File: config.mk
export PLATFORM = sky130hd
export DESIGN_NAME = read_barrier_unit
export DESIGN_NICKNAME = d
export VERILOG_FILES = /design/src/rtl/rb_pkg.sv /design/src/rtl/rb_datapath.sv /design/src/rtl/rb_control.sv /design/src/rtl/read_barrier_unit.sv
export SDC_FILE = /design/constraint.sdc
export NUM_CORES = 1
export LEC_CHECK = 0
export BUFFER_PORTS_ARGS = -buffer_cell sky130_fd_sc_hd__buf_2
export CAP_MARGIN = 20
export CORE_ASPECT_RATIO = 1.25
export CORE_MARGIN = 2
export CORE_UTILIZATION = 35
export DETAILED_ROUTE_END_ITERATION = 8
export SLEW_MARGIN = 20
export SYNTH_ARGS = -nofsm -noshare
export SYNTH_HDL_FRONTEND = slang
export SYNTH_SLANG_ARGS = --single-unit
export TNS_END_PERCENT = 1
File: constraint.sdc
create_clock -name clk -period 11.05 [get_ports clk]
set_input_delay 1.6575 -clock clk [delete_from_list [all_inputs] [get_ports clk]]
set_output_delay 1.6575 -clock clk [all_outputs]
set_load 0.05 [all_outputs]
File: src/rtl/rb_pkg.sv
package rb_pkg;

  typedef enum logic [2:0] {
    ST_IDLE,
    ST_READ,
    ST_DECIDE,
    ST_FWD,
    ST_ATTR,
    ST_BACK,
    ST_DONE
  } rbState_e;

  typedef enum logic [1:0] {
    ADR_OBJ,
    ADR_NEW,
    ADR_BACK
  } adrSel_e;

  typedef struct packed {
    logic    capPtr;
    logic    capAttr;
    logic    commit;
    logic    flagOom;
    logic    takeFwd;
    logic    keepOld;
    adrSel_e adrSel;
  } rbCtrl_t;

endpackage

File: src/rtl/rb_datapath.sv
module rb_datapath
  import rb_pkg::*;
#(
  parameter int W         = 32,
  parameter int SIZE_W    = 12,
  parameter int HDR_WORDS = 8
) (
  input  logic          clk,
  input  logic          rstN,
  input  rbCtrl_t       ctrl,
  input  logic [W-1:0]  ldPtr,
  input  logic [W-1:0]  fromBase,
  input  logic [W-1:0]  fromLimit,
  input  logic [W-1:0]  toLimit,
  input  logic          freeSet,
  input  logic [W-1:0]  freeSetVal,
  input  logic [W-1:0]  memRdata,
  output logic          faultHit,
  output logic          attrFwd,
  output logic          oomHit,
  output logic [W-1:0]  memAddr,
  output logic [W-1:0]  memWdata,
  output logic [W-1:0]  resultPtr,
  output logic [W-1:0]  freeOut,
  output logic          oomErr
);

  localparam int SUM_W = W + 1;

  logic [W-1:0]      objPtrQ;
  logic [W-1:0]      attrQ;
  logic [W-1:0]      newAddrQ;
  logic [W-1:0]      resultQ;
  logic [W-1:0]      freeQ;
  logic              oomQ;
  logic [SIZE_W-1:0] ptrSlots;
  logic [SIZE_W-1:0] dataSlots;
  logic [W-1:0]      fwdAddr;
  logic [SUM_W-1:0]  nextFree;

  // Window test: two magnitude comparators plus a null check.
  assign faultHit = (ldPtr != '0) && (ldPtr >= fromBase) && (ldPtr < fromLimit);

  // Attribute word fields.
  assign attrFwd   = attrQ[W-1];
  assign ptrSlots  = attrQ[SIZE_W-1:0];
  assign dataSlots = attrQ[2*SIZE_W-1:SIZE_W];
  assign fwdAddr   = {1'b0, attrQ[W-2:0]};

  // Allocation arithmetic, one bit wider so it cannot wrap.
  assign nextFree = {1'b0, freeQ} + SUM_W'(HDR_WORDS)
                  + SUM_W'(ptrSlots) + SUM_W'(dataSlots);
  assign oomHit   = nextFree > {1'b0, toLimit};

  always_ff @(posedge clk) begin
    if (!rstN) begin
      objPtrQ  <= '0;
      attrQ    <= '0;
      newAddrQ <= '0;
      resultQ  <= '0;
      freeQ    <= '0;
      oomQ     <= 1'b0;
    end else begin
      if (ctrl.capPtr)  objPtrQ <= ldPtr;
      if (ctrl.capAttr) attrQ   <= memRdata;
      if (ctrl.takeFwd) resultQ <= fwdAddr;
      if (ctrl.keepOld) resultQ <= objPtrQ;
      if (ctrl.commit) begin
        newAddrQ <= freeQ;
        resultQ  <= freeQ;
      end
      if (freeSet) begin
        freeQ <= freeSetVal;
        oomQ  <= 1'b0;
      end else begin
        if (ctrl.commit)  freeQ <= nextFree[W-1:0];
        if (ctrl.flagOom) oomQ  <= 1'b1;
      end
    end
  end

  always_comb begin
    unique case (ctrl.adrSel)
      ADR_NEW: begin
        memAddr  = newAddrQ;
        memWdata = attrQ;
      end
      ADR_BACK: begin
        memAddr  = newAddrQ + W'(1);
        memWdata = objPtrQ;
      end
      default: begin
        memAddr  = objPtrQ;
        memWdata = {1'b1, newAddrQ[W-2:0]};
      end
    endcase
  end

  assign resultPtr = resultQ;
  assign freeOut   = freeQ;
  assign oomErr    = oomQ;

endmodule

File: src/rtl/rb_control.sv
module rb_control
  import rb_pkg::*;
(
  input  logic    clk,
  input  logic    rstN,
  input  logic    ldValid,
  input  logic    faultHit,
  input  logic    attrFwd,
  input  logic    oomHit,
  input  logic    memAck,
  output rbCtrl_t ctrl,
  output logic    memReq,
  output logic    memWe,
  output logic    stall,
  output logic    outValid,
  output logic    useResult,
  output logic    busy
);

  rbState_e stateQ, stateD;

  always_ff @(posedge clk) begin
    if (!rstN) stateQ <= ST_IDLE;
    else       stateQ <= stateD;
  end

  always_comb begin
    stateD      = stateQ;
    ctrl        = '0;
    ctrl.adrSel = ADR_OBJ;
    memReq      = 1'b0;
    memWe       = 1'b0;
    stall       = 1'b1;
    outValid    = 1'b0;
    useResult   = 1'b0;
    unique case (stateQ)
      ST_IDLE: begin
        if (ldValid && faultHit) begin
          ctrl.capPtr = 1'b1;
          stateD      = ST_READ;
        end else begin
          stall    = 1'b0;
          outValid = ldValid;
        end
      end
      ST_READ: begin
        memReq = 1'b1;
        if (memAck) begin
          ctrl.capAttr = 1'b1;
          stateD       = ST_DECIDE;
        end
      end
      ST_DECIDE: begin
        if (attrFwd) begin
          ctrl.takeFwd = 1'b1;
          stateD       = ST_DONE;
        end else if (oomHit) begin
          ctrl.flagOom = 1'b1;
          ctrl.keepOld = 1'b1;
          stateD       = ST_DONE;
        end else begin
          ctrl.commit = 1'b1;
          stateD      = ST_FWD;
        end
      end
      ST_FWD: begin
        memReq = 1'b1;
        memWe  = 1'b1;
        if (memAck) stateD = ST_ATTR;
      end
      ST_ATTR: begin
        memReq      = 1'b1;
        memWe       = 1'b1;
        ctrl.adrSel = ADR_NEW;
        if (memAck) stateD = ST_BACK;
      end
      ST_BACK: begin
        memReq      = 1'b1;
        memWe       = 1'b1;
        ctrl.adrSel = ADR_BACK;
        if (memAck) stateD = ST_DONE;
      end
      ST_DONE: begin
        stall     = 1'b0;
        outValid  = 1'b1;
        useResult = 1'b1;
        stateD    = ST_IDLE;
      end
      default: stateD = ST_IDLE;
    endcase
  end

  assign busy = (stateQ != ST_IDLE);

endmodule

File: src/rtl/read_barrier_unit.sv
module read_barrier_unit
  import rb_pkg::*;
#(
  parameter int W         = 32,
  parameter int SIZE_W    = 12,
  parameter int HDR_WORDS = 8,
  parameter int MAX_STALL = 500
) (
  input  logic         clk,
  input  logic         rstN,
  input  logic         ldValid,
  input  logic [W-1:0] ldPtr,
  input  logic [W-1:0] fromBase,
  input  logic [W-1:0] fromLimit,
  input  logic [W-1:0] toLimit,
  input  logic         freeSet,
  input  logic [W-1:0] freeSetVal,
  output logic [W-1:0] freeOut,
  output logic         outValid,
  output logic [W-1:0] outPtr,
  output logic         stall,
  output logic         oomErr,
  output logic         memReq,
  output logic         memWe,
  output logic [W-1:0] memAddr,
  output logic [W-1:0] memWdata,
  input  logic         memAck,
  input  logic [W-1:0] memRdata
);

  rbCtrl_t      ctrl;
  logic         faultHit;
  logic         attrFwd;
  logic         oomHit;
  logic         useResult;
  logic         busy;
  logic [W-1:0] resultPtr;

  rb_control uCtrl (
    .clk       (clk),
    .rstN      (rstN),
    .ldValid   (ldValid),
    .faultHit  (faultHit),
    .attrFwd   (attrFwd),
    .oomHit    (oomHit),
    .memAck    (memAck),
    .ctrl      (ctrl),
    .memReq    (memReq),
    .memWe     (memWe),
    .stall     (stall),
    .outValid  (outValid),
    .useResult (useResult),
    .busy      (busy)
  );

  rb_datapath #(
    .W         (W),
    .SIZE_W    (SIZE_W),
    .HDR_WORDS (HDR_WORDS)
  ) uData (
    .clk        (clk),
    .rstN       (rstN),
    .ctrl       (ctrl),
    .ldPtr      (ldPtr),
    .fromBase   (fromBase),
    .fromLimit  (fromLimit),
    .toLimit    (toLimit),
    .freeSet    (freeSet),
    .freeSetVal (freeSetVal),
    .memRdata   (memRdata),
    .faultHit   (faultHit),
    .attrFwd    (attrFwd),
    .oomHit     (oomHit),
    .memAddr    (memAddr),
    .memWdata   (memWdata),
    .resultPtr  (resultPtr),
    .freeOut    (freeOut),
    .oomErr     (oomErr)
  );

  assign outPtr = useResult ? resultPtr : ldPtr;

endmodule

Word-level counts from Yosys, hierarchy flattened --
Cells that the tools add are included.
Word-level totals: logic and storage cells 72, input port bits 197, flip-flop bits (word level) 164
Operators by class: $lt $le $gt $ge 3, add/subtract/negate cells 4, eq/ne operators 13, reduce and logical (&&, ||, !) cells 11, bitwise gates (word level) 1, muxes and demuxes 33
Operators with widths (count):
- two-way mux 32 bit | 6
- case mux 32 bit (2 select lines) | 2
- adder 33 x 12 -> 33 bit | 2
- adder 32 x 4 -> 33 bit (second input constant) | 1
- > comparator 33 x 32 -> 1 bit | 1
- adder 32 x 1 -> 32 bit (second input constant) | 1
- greater-or-equal comparator 32 bit | 1
- < comparator 32 bit | 1
- nonzero test 32 bit | 1
- two-way mux 3 bit | 7
- case mux 3 bit (6 select lines) | 1
- two-way mux 1 bit | 12
- equality test 3 bit (second input constant) | 3
- != test 2 bit (second input constant) | 4
- equality test 3 x 2 -> 1 bit (second input constant) | 2
- AND reduction 5 bit | 1
- two-way mux 4 bit | 1
- case mux 1 bit (2 select lines) | 2
- case mux 2 bit (2 select lines) | 1
- OR reduction 4 bit | 1
- equality test 3 x 1 -> 1 bit (second input constant) | 1
- logical AND 1 bit | 3
- zero test 3 bit | 1
- nonzero test 3 bit | 1
- other kinds (8) | 8

Depth between registers and ports, before layout --
Gate-level depths: netlist (run 1).
depth after elaboration 10, depth in mapped cells 23, gate-level depth less buffers 20

Hierarchy --
A second synthesis (run 1) with hierarchy kept.
Second synthesis, totals: cells, all modules 1691, area, all modules 13565.5 um2
Modules (own cells, without submodules):
- rb_datapath | times used 1, area each 12758.5 um2, sequential area each 3223.1 um2, cells an instance 1615
- read_barrier_unit | times used 1, area each 544.3 um2, sequential area each 0.0 um2, cells an instance 36
- rb_control | times used 1, area each 262.8 um2, sequential area each 60.1 um2, cells an instance 40

Least setup slack after synthesis (run 1) --
Ideal clock, no wire load.
kind in2out, start point input fromLimit[26], end point output outValid, path buffers 1, arrival time 4.194 ns, setup slack 5.199 ns, data required time 9.392 ns, stages 10, cells stage by stage inv_1 > ha_1 > nand4_1 > nor4_1 > nand2_1 > o32ai_1 > a21o_1 > clkbuf_1 > o211ai_1 > a21oi_1
On the way: word-level cells in the longest chain between the ends 5
Ends and longest elaborated chain:
- from (decl) | line read_barrier_unit.sv:14 | input logic [W-1:0] fromLimit,
- < comparator 32 bit | line rb_datapath.sv:42 | assign faultHit = (ldPtr != '0) && (ldPtr >= fromBase) && (ldPtr < fromLimit);
- logical AND 1 bit | line rb_datapath.sv:42
- logical AND 1 bit | line rb_control.sv:38 | if (ldValid && faultHit) begin
- two-way mux 1 bit | line rb_control.sv:38
- case mux 1 bit (2 select lines) | line rb_control.sv:36 | unique case (stateQ)
- to (decl) | line read_barrier_unit.sv:19 | output logic outValid,
No other way between the ends.

Worst setup path in the final report (run 1) --
start point register uData.freeQ[6], in the netlist uData.freeOut[6], end point register uCtrl.stateQ[0]
On the way: word-level cells in the longest chain between the ends 7
Ends and longest elaborated chain:
- from (decl) | line rb_datapath.sv:34 | logic [W-1:0] freeQ;
- from (signal assigned) | line rb_datapath.sv:73 | freeQ <= freeSetVal;
- from (signal assigned) | line rb_datapath.sv:76 | if (ctrl.commit) freeQ <= nextFree[W-1:0];
- adder 32 x 4 -> 33 bit | line rb_datapath.sv:51 | assign nextFree = {1'b0, freeQ} + SUM_W'(HDR_WORDS)
- adder 33 x 12 -> 33 bit (2 in a row) | line rb_datapath.sv:52 | + SUM_W'(ptrSlots) + SUM_W'(dataSlots);
- > comparator 33 x 32 -> 1 bit | line rb_datapath.sv:53 | assign oomHit = nextFree > {1'b0, toLimit};
- two-way mux 3 bit | line rb_control.sv:57 | end else if (oomHit) begin
- two-way mux 3 bit | line rb_control.sv:54 | if (attrFwd) begin
- case mux 3 bit (6 select lines) | line rb_control.sv:36
- to (signal assigned) | line rb_control.sv:24 | else stateQ <= stateD;
- to (decl) | line rb_control.sv:20 | rbState_e stateQ, stateD;
No other way between the ends. A chain may end at the register's enable or synchronous reset.

==> impl_metrics.json, run 1 <==
{
  "clockBufferDepth": 2,
  "rows": 80,
  "track_usage_pct": 27.75,
  "seq_area_frac_synth_pct": 24.16,
  "r2r_end": "uCtrl.stateQ[0]",
  "synthToLayoutAreaGrowth_pct": 18.17,
  "synthXorXnorAreaFrac_pct": 1.804,
  "cts_hold_buf": 0,
  "drc": 0,
  "max_stage_delay_ns": 0.63,
  "die_h_um": 224.3,
  "cellLeakagePower_nw": 6.715,
  "clock_skew_ns": 0.01498,
  "final_max_slew_viol_count": 0,
  "fin_nets": 2441,
  "initial_core_util_pct": 35.54,
  "crit_top_cell": "ha_1",
  "worstSetupEndpointType": "register",
  "yosysUniqueCellTypes": 75,
  "slowest_stage": "buf_4",
  "power_density_nw_per_um2": 116.6,
  "maxCapViolations": 0,
  "synth-compound-area-share_pct": 28.78,
  "drt_iter0_drc": 1634,
  "die_area_um2": 40430,
  "cts_tree": "yes",
  "cp_cell_sequence": "inv_1, fa_1, inv_1, ha_1, ha_1, nand3_1, o2111ai_1, a31oi_1, a21oi_1, nand2_1, xnor2_1, ha_1, o21ai_0, o21bai_1, a211oi_1, nand4_1, a21boi_4, buf_4, a22oi_1, o31ai_1",
  "hold-path-endpoint": "uData.oomErr",
  "layout-drive-gt1-share_pct": 21.40,
  "overflow": 0,
  "layout_common_cells": "buf_2, o21ai_0, nand2_1",
  "setup_violations": 0,
  "synth_top_family_by_area": "compound AO/OA/AOI/OAI gates",
  "synth_ff_type": "dfxtp_1",
  "hp-class": "reg2reg",
  "final_common_cell": "buf_2",
  "status": "finished, final reports clean",
  "viasPerCell": 5.949,
  "worst_pin_slew_ns": 1.078,
  "worstPathArrival_ns": 6.70,
  "grt_pass1_wl_mm": 87.10,
  "core_um2": 38240,
  "cp_max_fo": 58,
  "clk_latency_ns": 0.44,
  "reg2reg_depth": 20,
  "timing.final.crit_share_pct": 57.43,
  "cts_sinks": 164,
  "start_kind": "register",
  "synth_fa_ha_area_share_pct": 13.24,
  "ant_nets": 0,
  "synthCells": 1890,
  "crit_required_ns": 11.40,
  "path_clk_slew_ns": 0.08,
  "synth_nets": 2223,
  "die_width_um": 180.3,
  "wl_per_cell_um": 22.53,
  "r2r_start": "uData.freeOut[6]",
  "async_flop_share_pct": 0,
  "relSlewSlack_pct": 28.13,
  "antenna_found_initial": 1,
  "finalPower_mw": 1.872,
  "htree_levels": 4,
  "yosysWarnings": 0,
  "ys_seq_elements": 164,
  "min-delay-start": "uData.oomErr",
  "ir_drop_uv": 114.9,
  "yosys.area_share.simple_pct": 19.58,
  "synth_mux_area_share_pct": 3.452,
  "post_cts_resized": 0,
  "syn_avg_cell_area_um2": 7.191,
  "dpl.hpwl_mm": 44.82,
  "ctsRootBufferMaster": "clkbuf_16",
  "postCtsSetupBuffers": 0,
  "io_pins": 330,
  "syn_area_um2": 13590,
  "routabilityCongestion": 0.9357,
  "min_period_ns": 6.346,
  "grt_setup_unrepaired": "false",
  "cts_buffers": 17,
  "grt_pass1_vias": 14760,
  "hold_depth": 2,
  "hold_ws_ns": 0.4507,
  "crit_family": "compound AO/OA/AOI/OAI gates",
  "drt-total-wl_mm": 58.90,
  "portBuffers": 329,
  "rrSetupSlack_ns": 4.70,
  "synth-edff-count": 0,
  "firstDrtPassIters": 6,
  "critPathKind": "reg2reg",
  "via_count": 15550,
  "grt_max_degree": 122,
  "crit_buf_inv": 3,
  "fmax_ghz": 0.1576,
  "tns_ns": 0,
  "finalHoldViolCount": 0
}
-- metal layers --
metal  global-route usage, %  up-vias  share of wire, %
li1                        -     7240                 -
met1                   32.35     7409                38
met2                   48.25      735                49
met3                   4.161      166               6.8
met4                   16.31        0               6.6
met5                       0        -                 0
-- final cells by class --
type	instances	area [µm²]
Clock inverter	15	210.2
Timing Repair Buffer	342	1744
Inverter	169	634.4
Tap cell	492	615.6
Sequential cell	164	3283
Clock buffer	17	425.4
Antenna cell	1	2.502
Fill cell	4063	22180
Multi-Input combinational cell	1414	9145
-- cell families (layout without fill, tap and decap cells) --
kind of cell               Yosys count  in the layout
xor gates and xnor gates            28             28
DFF                                164            164
muxes                               42             42
adders and majority gates          136            136
AOI/OAI and AO/OA                  667            667
and+or+nand+nor                    541            541
other                                0              1
buffers and inverters              312            543
-- cell usage after synthesis (20+ instances only) --
cell type | n | area share (%)
dfxtp_1 | 164 | 24
nor4_1 | 20 | 0.92
o21ai_0 | 252 | 9.3
nor2_1 | 47 | 1.3
a31oi_1 | 30 | 1.4
clkbuf_1 | 107 | 3.0
xnor2_1 | 25 | 1.6
nor3_1 | 26 | 0.96
nand4_1 | 34 | 1.6
inv_1 | 167 | 4.6
nand2_1 | 218 | 6.0
mux2_2 | 39 | 3.2
a22oi_1 | 44 | 2.4
a21oi_1 | 214 | 7.9
nand3_1 | 130 | 4.8
ha_1 | 123 | 11
-- worst max-delay path by stage --
stage | from | end | slack (ns) | cells past startpoint
6_report | uData.freeOut[6] | uCtrl.stateQ[0] | 4.70 | 20
5_1_grt | uData.freeOut[6] | uCtrl.stateQ[0] | 4.38 | 20
4_1_cts | ldPtr[26] | outValid | 4.75 | 10
3_5_place_dp | ldPtr[26] | outValid | 4.75 | 10
3_3_place_gp | ldPtr[26] | outValid | 4.82 | 10
2_1_floorplan | fromLimit[26] | outValid | 5.20 | 10
-- sequential cells by signal, indices dropped and copies added, names as in the netlist --
register	flops
uCtrl.stateQ	3
uData.objPtrQ	32
uData.newAddrQ	32
uData.oomErr	1
uData.attrQ	32
uData.freeOut	32
uData.resultPtr	32
-- through the flow --
stage,cells,setup slack [ns],utilization [%],instance area (µm²)
detailed placement,2581,4.751,40.31,15410
CTS,2613,4.746,41.98,16050
global placement,2581,4.823,40.31,15410
global route,2614,4.383,42.00,16060
floorplan,1890,5.199,-,13590
finish,2614,4.704,42.00,16060
-- power breakdown --
group	total, mW	internal, mW	switching, mW
clock network	0.638	0.330	0.308
registers	0.683	0.619	0.0644
logic	0.551	0.172	0.379
total	1.87	1.12	0.751
-- worst min-delay path, cell delays in order, from the launching register on --
cell and delay, ns:
dfxtp_1 0.32, inv_1 0.05, a21oi_1 0.05
Note: power is estimated with default switching activity, not from simulation.
==> run 2: changes to the inputs <==
==> constraint.sdc (replaced) <==
create_clock -name clk -period 6 [get_ports clk]
set_input_delay 0.9 -clock clk [delete_from_list [all_inputs] [get_ports clk]]
set_output_delay 0.9 -clock clk [all_outputs]
set_load 0.05 [all_outputs]
==> impl_metrics.json, run 2 (synthesized netlist as in run 1, its figures left out) <==
{
  "pwr-share-comb_pct": 30.5,
  "core_um2": 38240,
  "swShare_pct": 40.09,
  "hold-path-endpoint": "uData.oomErr",
  "overflow": 0,
  "ant_nets": 0,
  "worst_pin_slew_ns": 1.088,
  "p_int_mw": 2.080,
  "grt_max_degree": 122,
  "cts_sinks": 164,
  "layout_common_cells": "buf_2, o21ai_0, nand2_1",
  "r2r_end": "uData.resultPtr[22]",
  "io_pins": 330,
  "cts_hold_buf": 0,
  "setup_ws_ns": 0.2829,
  "r2r_start": "uData.freeOut[5]",
  "ir_drop_uv": 212.4,
  "cp_max_fo": 38,
  "met1_usage_pct": 33.27,
  "clock_power_share_pct": 33.5,
  "initial_core_util_pct": 35.54,
  "start_kind": "register",
  "p_switching_mw": 1.392,
  "reg2reg_depth": 22,
  "worstPathArrival_ns": 6.08,
  "maxCapViolations": 0,
  "relSlewSlack_pct": 27.45,
  "setup_violations": 0,
  "grt_pass1_wl_mm": 89.22,
  "dpl.hpwl_mm": 45.57,
  "fmax_ghz": 0.1749,
  "power_density_nw_per_um2": 213.1,
  "clockBufferDepth": 2,
  "die_area_um2": 40430,
  "final_max_slew_viol_count": 0,
  "synthToLayoutAreaGrowth_pct": 19.88,
  "portBuffers": 329,
  "via_count": 15680,
  "cts_buffers": 17,
  "crit_required_ns": 6.36,
  "design_area_um2": 16290,
  "htree_levels": 4,
  "viasPerCell": 5.944,
  "die_h_um": 224.3,
  "clock_skew_ns": 0.01205,
  "min_period_ns": 5.717,
  "min-delay-start": "uData.oomErr",
  "status": "finished, final reports clean",
  "drt-total-wl_mm": 60.17,
  "final_common_cell": "buf_2",
  "wl_per_cell_um": 22.81,
  "grt_pass1_vias": 14930,
  "drt_iter0_drc": 1512,
  "grt_setup_unrepaired": "false",
  "layout-drive-gt1-share_pct": 22.61,
  "ctsRootBufferMaster": "clkbuf_16",
  "seqPwrFrac_pct": 36.0,
  "hp-class": "reg2reg",
  "rrSetupSlack_ns": 0.28,
  "finalHoldViolCount": 0,
  "tns_ns": 0,
  "hold_ws_ns": 0.4486,
  "antenna_found_initial": 1,
  "drc": 0,
  "met2_usage_pct": 49.19,
  "firstDrtPassIters": 6,
  "dp_slack_ns": -0.009809,
  "stdcell_count": 2638,
  "clk_latency_ns": 0.45,
  "path_clk_slew_ns": 0.08,
  "dp_cells": 2604,
  "cellLeakagePower_nw": 6.848,
  "rows": 80,
  "track_usage_pct": 28.56,
  "gr-usage-met3_pct": 3.206,
  "critPathKind": "reg2reg",
  "hold_depth": 2,
  "startpoint": "uData.freeOut[5]",
  "grt_busiest_layer": "met2",
  "routabilityCongestion": 0.9688,
  "fin_nets": 2465,
  "timing.final.crit_share_pct": 95.29,
  "placed_area_um2": 15650,
  "die_width_um": 180.3,
  "worstSetupEndpointType": "register",
  "cts_tree": "yes"
}
-- run 2: changes by cell type in the layout (fill, tap and decap cells not counted), moves of 2 or more --
cell / change
clkinv_8: -5
buf_12: +5
nor3_1: -2
inv_6: +2
nor3_2: +2
inv_8: +3
buf_4: +19
dfxtp_2: +2
dfxtp_1: -2
-- run 2: per-layer routing --
layer	part of all wire [%]	wire (µm)
met1	38	23030
met2	48	28670
met3	6.5	3907
met4	7.6	4558
met5	0	0
-- run 2: power by group through the flow --
stage	Clock (mW)	Sequential [mW]	Combinational (mW)
3_3_place_gp	0	1.27	1.03
4_1_cts	1.16	1.24	1.05
5_1_grt	1.21	1.25	1.15
6_report	1.16	1.25	1.06
2_1_floorplan	0	1.26	0.650
3_5_place_dp	0	1.27	1.04
-- run 2: worst max path at each step --
stage	cells after the start	slack, ns	endpoint
2_1_floorplan	23	0.41	uData.freeOut[21]
3_5_place_dp	20	-0.01	uData.resultPtr[31]
6_report	22	0.28	uData.resultPtr[22]
5_1_grt	22	0.006	uData.resultPtr[25]
4_1_cts	20	0.002	uData.resultPtr[31]
3_3_place_gp	20	0.07	uData.resultPtr[31]
-- run 2: worst max-delay path, stage by stage (launching register included) --
cell	delay (ns)
dfxtp_1	0.48
inv_1	0.18
fa_1	0.57
inv_1	0.05
ha_1	0.29
ha_1	0.38
nand3_1	0.12
o2111ai_1	0.30
a31oi_1	0.22
a21o_1	0.29
nor2_1	0.22
nand2_1	0.10
xnor2_1	0.18
ha_1	0.27
o21ai_0	0.16
o21ai_0	0.14
a211oi_2	0.35
nand4_1	0.18
buf_4	0.18
and2_2	0.26
buf_12	0.21
o311a_1	0.30
a22oi_1	0.19
-- run 2: cell type report --
class | instances | area (µm²)
multi-input cells | 1414 | 9165
clock inverters | 15 | 176.4
fillers | 4095 | 21940
well taps | 492 | 615.6
repair buffers | 366 | 1987
inverters | 169 | 634.4
flip-flops and latches | 164 | 3286
clock buffers | 17 | 425.4
diodes | 1 | 2.502
-- run 2: what timing repair did --
| action | 4_1_cts | 5_1_grt |
|---|---|---|
| buffers inserted | 0 | 1 |
| endpoints found under the setup margin | 0 | 94 |
| gates resized for setup | 0 | 9 |
-- run 2: per-stage QoR --
stage          power (mW)  utilization, %
6_report            3.472           42.61
2_1_floorplan       1.910               -
5_1_grt             3.613           42.61
4_1_cts             3.457           42.50
3_5_place_dp        2.314           40.93
3_3_place_gp        2.297           40.93
